==> config.mk <==
export PLATFORM = sky130hd
export DESIGN_NAME = stepper_seq
export DESIGN_NICKNAME = d
export VERILOG_FILES = /design/src/rtl/stepper_pkg.sv /design/src/rtl/stepper_dwell.sv /design/src/rtl/stepper_index.sv /design/src/rtl/stepper_coil_drive.sv /design/src/rtl/stepper_seq.sv
export SDC_FILE = /design/constraint.sdc
export NUM_CORES = 1
export LEC_CHECK = 0
export ABC_CLOCK_PERIOD_IN_PS = 1000
export CORE_MARGIN = 4
export CORE_UTILIZATION = 55
export DETAILED_ROUTE_END_ITERATION = 10
export GPL_TIMING_DRIVEN = 0
export HOLD_SLACK_MARGIN = 0.05
export PLACE_DENSITY = 0.82
export SYNTH_ARGS = -nofsm -noshare
export SYNTH_HDL_FRONTEND = slang
export SYNTH_SLANG_ARGS = --single-unit
export TNS_END_PERCENT = 20
==> constraint.sdc <==
create_clock -name clk -period 1 [get_ports clk]
set_clock_uncertainty 0.2 [all_clocks]
set_input_delay 0.15 -clock clk [delete_from_list [all_inputs] [get_ports clk]]
set_output_delay 0.15 -clock clk [all_outputs]
set_load 0.05 [all_outputs]
==> src/rtl/stepper_pkg.sv <==
package stepper_pkg;

  localparam int PHASES = 8;
  localparam int IDX_W  = $clog2(PHASES);
  localparam int COIL_W = 4;

  // Half-step phase table: single coils alternate with adjacent coil pairs.
  function automatic logic [COIL_W-1:0] phase_pattern(input logic [IDX_W-1:0] idx);
    logic [COIL_W-1:0] pat;
    case (idx)
      3'd0:    pat = 4'h1;
      3'd1:    pat = 4'h3;
      3'd2:    pat = 4'h2;
      3'd3:    pat = 4'h6;
      3'd4:    pat = 4'h4;
      3'd5:    pat = 4'hC;
      3'd6:    pat = 4'h8;
      default: pat = 4'h9;
    endcase
    return pat;
  endfunction

endpackage

==> src/rtl/stepper_dwell.sv <==
module stepper_dwell #(
  parameter int SPEED_W    = 3,
  parameter int DWELL_MULT = 255,
  parameter int CNT_W      = 11
) (
  input  logic               clk,
  input  logic               rst_n,
  input  logic               tick_en,
  input  logic [SPEED_W-1:0] speed_i,
  output logic               fire_o
);

  logic [CNT_W-1:0] cnt_q;
  logic [CNT_W-1:0] cnt_d;
  logic [CNT_W-1:0] load_val;

  // Counter runs from the loaded dwell down to 1; a tick at 1 fires a step.
  always_comb begin
    load_val = CNT_W'(speed_i) * CNT_W'(DWELL_MULT);
    if (speed_i == '0) begin
      load_val = CNT_W'(1);
    end
    fire_o = tick_en && (cnt_q == CNT_W'(1));
    cnt_d  = cnt_q;
    if (fire_o) begin
      cnt_d = load_val;
    end else if (tick_en) begin
      cnt_d = cnt_q - CNT_W'(1);
    end
  end

  always_ff @(posedge clk or negedge rst_n) begin
    if (!rst_n) begin
      cnt_q <= CNT_W'(1);
    end else begin
      cnt_q <= cnt_d;
    end
  end

endmodule

==> src/rtl/stepper_index.sv <==
module stepper_index
  import stepper_pkg::*;
(
  input  logic             clk,
  input  logic             rst_n,
  input  logic             adv_i,
  input  logic             dir_i,
  output logic [IDX_W-1:0] idx_next_o
);

  logic [IDX_W-1:0] idx_q;
  logic [IDX_W-1:0] idx_d;

  // Natural modulo-8 wrap of the index width gives wraparound both ways.
  always_comb begin
    idx_next_o = dir_i ? (idx_q - IDX_W'(1)) : (idx_q + IDX_W'(1));
    idx_d      = adv_i ? idx_next_o : idx_q;
  end

  always_ff @(posedge clk or negedge rst_n) begin
    if (!rst_n) begin
      idx_q <= '0;
    end else begin
      idx_q <= idx_d;
    end
  end

endmodule

==> src/rtl/stepper_coil_drive.sv <==
module stepper_coil_drive
  import stepper_pkg::*;
#(
  parameter int PORT_W = 8
) (
  input  logic              clk,
  input  logic              rst_n,
  input  logic              load_i,
  input  logic [IDX_W-1:0]  idx_i,
  output logic [PORT_W-1:0] port_o,
  output logic              step_o
);

  logic [COIL_W-1:0] coil_q;
  logic [COIL_W-1:0] coil_d;
  logic              step_q;
  logic              step_d;

  always_comb begin
    coil_d = load_i ? phase_pattern(idx_i) : coil_q;
    step_d = load_i;
  end

  always_ff @(posedge clk or negedge rst_n) begin
    if (!rst_n) begin
      coil_q <= '0;
      step_q <= 1'b0;
    end else begin
      coil_q <= coil_d;
      step_q <= step_d;
    end
  end

  assign port_o[COIL_W-1:0] = coil_q;

  // Non-coil bits stay high so the expander can use them as inputs.
  for (genvar g = COIL_W; g < PORT_W; g++) begin : g_keep_high
    assign port_o[g] = 1'b1;
  end

  assign step_o = step_q;

endmodule

==> src/rtl/stepper_seq.sv <==
module stepper_seq
  import stepper_pkg::*;
#(
  parameter int SPEED_W    = 3,
  parameter int DWELL_MULT = 255,
  parameter int PORT_W     = 8
) (
  input  logic               clk,
  input  logic               rst_n,
  input  logic               tick_en,
  input  logic               dir_i,
  input  logic [SPEED_W-1:0] speed_i,
  output logic [PORT_W-1:0]  port_o,
  output logic               step_o
);

  localparam int MAX_DWELL = ((1 << SPEED_W) - 1) * DWELL_MULT;
  localparam int CNT_W     = $clog2(MAX_DWELL + 1);

  logic             rst_meta_q;
  logic             rst_sync_q;
  logic             fire;
  logic [IDX_W-1:0] idx_next;

  // Reset synchronizer: asserts at once, releases on the second edge.
  always_ff @(posedge clk or negedge rst_n) begin
    if (!rst_n) begin
      rst_meta_q <= 1'b0;
      rst_sync_q <= 1'b0;
    end else begin
      rst_meta_q <= 1'b1;
      rst_sync_q <= rst_meta_q;
    end
  end

  stepper_dwell #(
    .SPEED_W   (SPEED_W),
    .DWELL_MULT(DWELL_MULT),
    .CNT_W     (CNT_W)
  ) u_dwell (
    .clk    (clk),
    .rst_n  (rst_sync_q),
    .tick_en(tick_en),
    .speed_i(speed_i),
    .fire_o (fire)
  );

  stepper_index u_index (
    .clk       (clk),
    .rst_n     (rst_sync_q),
    .adv_i     (fire),
    .dir_i     (dir_i),
    .idx_next_o(idx_next)
  );

  stepper_coil_drive #(
    .PORT_W(PORT_W)
  ) u_drive (
    .clk   (clk),
    .rst_n (rst_sync_q),
    .load_i(fire),
    .idx_i (idx_next),
    .port_o(port_o),
    .step_o(step_o)
  );

endmodule

Yosys cells after proc, flatten, opt, wreduce, memory -nomap -nowiden
Cells that the tools add are included.
- word-level logic and storage cells: 26
- register bits after elaboration: 21
- output and inout bits: 9
- bits of input ports: 7
- equality and inequality tests: 7
- add/sub/neg operators: 3
- mux-type cells: 5
- multiply operators: 1
- reductions and logical operators: 4
- operators by type and width (kind ; number):
    $mux W11 ; 3
    $pmux W4 S7 ; 1
    $eq A11 B1 Y1 const B ; 1
    $mul A3 B8 Y11 const B ; 1
    $sub A11 B1 Y11 const B ; 1
    $eq A3 B3 Y1 const B ; 3
    $eq A3 B2 Y1 const B ; 2
    $logic_not A3 Y1 ; 2
    $add A3 B1 Y3 const B ; 1
    $eq A3 B1 Y1 const B ; 1
    $mux W3 ; 1
    $sub A3 B1 Y3 const B ; 1
    $reduce_bool A2 Y1 ; 1
    $logic_and A1 B1 Y1 ; 1

Logic depth before layout (Yosys ltp)
- depth in word-level cells: 4
- mapped depth: 9
- gate-level depth less buffers: 8

Modules after synthesis
Synthesis repeated with hierarchy kept, for this count alone.
- cell total of the unflattened synthesis: 139
- area total of the unflattened synthesis: 1423.9 um2
- by module, submodules not included (module ; cells each ; area an instance (um2) ; instances ; sequential area each (um2)):
    stepper_dwell ; 97 ; 967.2 ; 1 ; 276.5
    stepper_coil_drive ; 24 ; 240.2 ; 1 ; 125.1
    stepper_index ; 15 ; 162.7 ; 1 ; 75.1
    stepper_seq ; 3 ; 53.8 ; 1 ; 50.0

Least setup slack after synthesis
OpenSTA, ideal clock, no wires.
- kind: input-to-reg
- from: in speed_i[0]
- to: reg u_dwell.cnt_q[8]
- stages on the path: 7
- library setup time: 0.066 ns
- slack: -1.658 ns
- data required time: 0.734 ns
- arrival time: 2.392 ns
- path buffers: 0
- cell sequence: fa_1 -> ha_1 -> fa_1 -> fa_1 -> xor2_1 -> o41ai_1 -> a41o_1
- longest elaborated chain between the ends: 3
- elaborated cells between the ends (all ways): 4
- those cells by class: 1 x mul; 2 x mux; 1 x reduce/logical
- RTL lines (what ; RTL line ; source):
    from (decl) ; stepper_seq.sv:12 ; input logic [SPEED_W-1:0] speed_i,
    $mul A3 B8 Y11 or $logic_not A3 Y1 (tied branches) ; stepper_dwell.sv:19, stepper_dwell.sv:20 ;
    $mux W11 (*) ; stepper_dwell.sv:20 ; if (speed_i == '0) begin
    $mux W11 (*) ; stepper_dwell.sv:25 ; if (fire_o) begin
    to (signal assigned) ; stepper_dwell.sv:36 ; cnt_q <= cnt_d;
    to (decl) ; stepper_dwell.sv:13 ; logic [CNT_W-1:0] cnt_q;
Mark *: on every way between the ends. The rest lies on a longest branch, timed or not.
A chain may end at the register's enable or synchronous reset.

Worst setup path in the final report
- from: in speed_i[2]
- to: reg u_dwell.cnt_q[8]
Same word-level chain as after synthesis.

==> results.cfg <==
[sta]
max_freq_ghz = 0.4360
post-route-min-period_ns = 2.294
rsz0062_at_grt = true
drv_slew = 0
setup_viol = 24
fin_crit_sh = 2.294
hold_viol = 11
fin_hold_ws_ns = -0.04200
fin_ws_ns = -1.294
fin_tns_setup_ns = -22.84

[floorplanning]
die_area_um2 = 3711
rows = 18
die_x_um = 60.92
core_area_um2 = 2567
num_io_pins = 16
initial_core_util = 0.5999
die_h_um = 60.92

[synthesis]
synth.area.top_cells = dfrtp_1 (32%), ha_1 (11%), fa_1 (9.1%), inv_1 (3.9%), o21ai_0 (2.6%)
synthCells = 152
ys_seq_area_frac = 0.3420
ys_ff_latch = 21
synth_edf_count = 0
ys_warn_count = 0
synthTopCellsByCount = dfrtp_1 (20), inv_1 (16), ha_1 (14)
avgSynthCellArea_um2 = 10.13
syn_area_um2 = 1540
synth_top_area_share = 0.3249
synth_flop_cell = dfrtp_1
yosysMostFrequentCell = dfrtp_1
synthArstFlopShare = 1.000
yosys.area.top_type = dfrtp_1
ys_types = 48

[place]
port_buffers = 10
dpl_cell_area_um2 = 1713
dp_hpwl_um = 2466
numPlacedInstances = 196
dp_slack_ns = -2.291
globalplace.congestion = 0.9365

[detailed_routing]
drt.antenna.violating_nets = 0
wl_per_cell_um = 17.84
dr.first_iter.drc_count = 106
vias = 1348
vias_per_cell = 6.018
drt_wl_total_um = 3997
first_pass_iters = 4
drc = 0

[clocking]
cts_sinks = 21
ctsHoldBuffers = 1
cts_tree = yes
htree_num_levels = 1
clock_tree.root_cell = clkbuf_4
cts_made_buffers = 3
clk_latency_ns = 0.32
path_clk_slew_ns = 0.12
cts_buffer_depth = 2

[pwr]
switching_share = 0.4270
peakVddDrop_mv = 1.740
power_frac_comb = 0.572
internal_power_mw = 2.413
seq_power_share = 0.330
p_total_mw = 4.211
p_clk_frac = 0.097
cellLeakagePower_nw = 0.9606
power.density_nw_per_um2 = 2030
switchingPower_mw = 1.798

[global_route]
groute.usage.overall = 0.2084
grt_antenna_before_repair = 0
grt_pass1_vias = 1294
grt_max_degree = 20
overflow = 0
grt_first_pass_wirelength_um = 5720

[worst_setup_path]
crit_type = in -> reg
end_kind = flip-flop
slowest_stage = fa_2
path_depth = 8
critPathLaunchType = input port
worst-path-max-fanout = 3
crit_family = adder cells
worstPathRequired_ns = 1.06
ff2ff_path_depth = 6
path_common_cell = fa_2
path_buf_inv = 1
cpPeakStageDelay_ns = 0.50
crit_chain = buf_8 > fa_2 > ha_4 > fa_2 > fa_2 > xor2_2 > o41ai_2 > a41o_1
cp_data_arrival_time_ns = 2.36

[status]
violations = negative hold slack, negative setup slack
status = finished, violations left

[job]
max_cap_violations = 0

[final_layout]
num_antenna_cells = 0
design_area_um2 = 2074
syn2layout_area_growth_pct = 34.69
nNetsFinal = 223
final_cells = 224
final_util = 0.8080
nFillCells = 144
drive_gt1_frac = 0.3711

[min_path]
whs_path_depth = 3
hp-class = in -> reg
## routing by layer
metal / up-vias / share of wire / track usage
met5: - / 0 / 0
met4: 0 / 0.023 / 0.07121
met3: 13 / 0.076 / 0.05319
met2: 60 / 0.51 / 0.3466
met1: 664 / 0.39 / 0.2647
li1: 611 / - / -
## worst min-delay path, cell delays in order
cell and delay [ns]:
buf_4 0.13, inv_1 0.11, a221oi_2 0.07
## state kept, by name, summed over array words and instances, names as in the netlist
signal,count
u_drive.step_o,1
rst_meta_q,1
u_drive.coil_q,4
rst_sync_q,1
u_dwell.cnt_q,11
u_index.idx_q,3
## area by class of cell
type                    instances  area [um^2]  area share
repair buffers                 35        325.3      0.1568
multi-input cells             111         1032      0.4976
clock buffers                   4        26.28     0.01267
flip-flops and latches         21        530.5      0.2557
well taps                      30        37.54     0.01809
inverters                      17        68.82     0.03317
plain buffers                   6        53.80     0.02593
## path summary, 6_finish.rpt
check | from | to | slack (ns)
max reg2reg | u_dwell.cnt_q[5] | u_dwell.cnt_q[1] | -1.29
max in group asynchronous | rst_n | rst_sync_q | 0.12
min in group asynchronous | rst_sync_q | u_dwell.cnt_q[5] | 0
min | speed_i[0] | u_dwell.cnt_q[0] | -0.04
max | speed_i[2] | u_dwell.cnt_q[8] | -1.29
min reg2reg | rst_sync_q | u_dwell.cnt_q[5] | 0
## logic make-up after synthesis
logic type / count (synthesis) / synth area share
and+or+nand+nor: 44 / 0.1511
AOI/OAI and AO/OA: 31 / 0.1438
buffers and inverters: 24 / 0.08530
adders and majority gates: 21 / 0.2047
DFF: 21 / 0.3420
xor gates and xnor gates: 6 / 0.04386
muxes: 4 / 0.02681
other: 1 / 0.002435
## power by group through the flow
stage	clock (mW)	sequential [mW]	combinational, mW
finish	0.410	1.39	2.41
global route	0.453	1.43	2.61
CTS	0.406	1.39	1.82
detailed placement	0	1.44	1.63
global placement	0	1.41	1.57
floorplan	0	1.49	1.13
## what timing repair did
action / CTS / global route
buffers inserted: 8 / 15
pin swaps: 9 / 11
cloned: 0 / 1
resized for setup: 37 / 41
setup endpoints to repair: 42 / 24
endpoints found under the hold margin: 21 / 1
## placed cells by master, fill, tap and decap left out, types with 2 or more instances in the layout
cell type        count
clkbuf_4             3
nand2_2              2
xnor2_1              3
fa_1                 4
o21ai_0              6
nand3b_1             2
nand4_1              3
fa_2                 3
a221o_1              3
buf_4               27
nor2b_1              2
nor3_1               4
a211oi_2             2
clkdlybuf4s15_2      2
buf_8                2
mux2i_1              3
nor3_2               2
buf_6                4
o21bai_1             2
dfrtp_1             17
clkbuf_1             2
or4_4                2
nor4_4               2
dfrtp_2              3
conb_1               5
ha_1                12
clkdlybuf4s50_1      2
nor2_1               9
a21oi_1              5
nand2_1              7
inv_1               16
nand3_1              2
(Power assumes the default switching activity.)
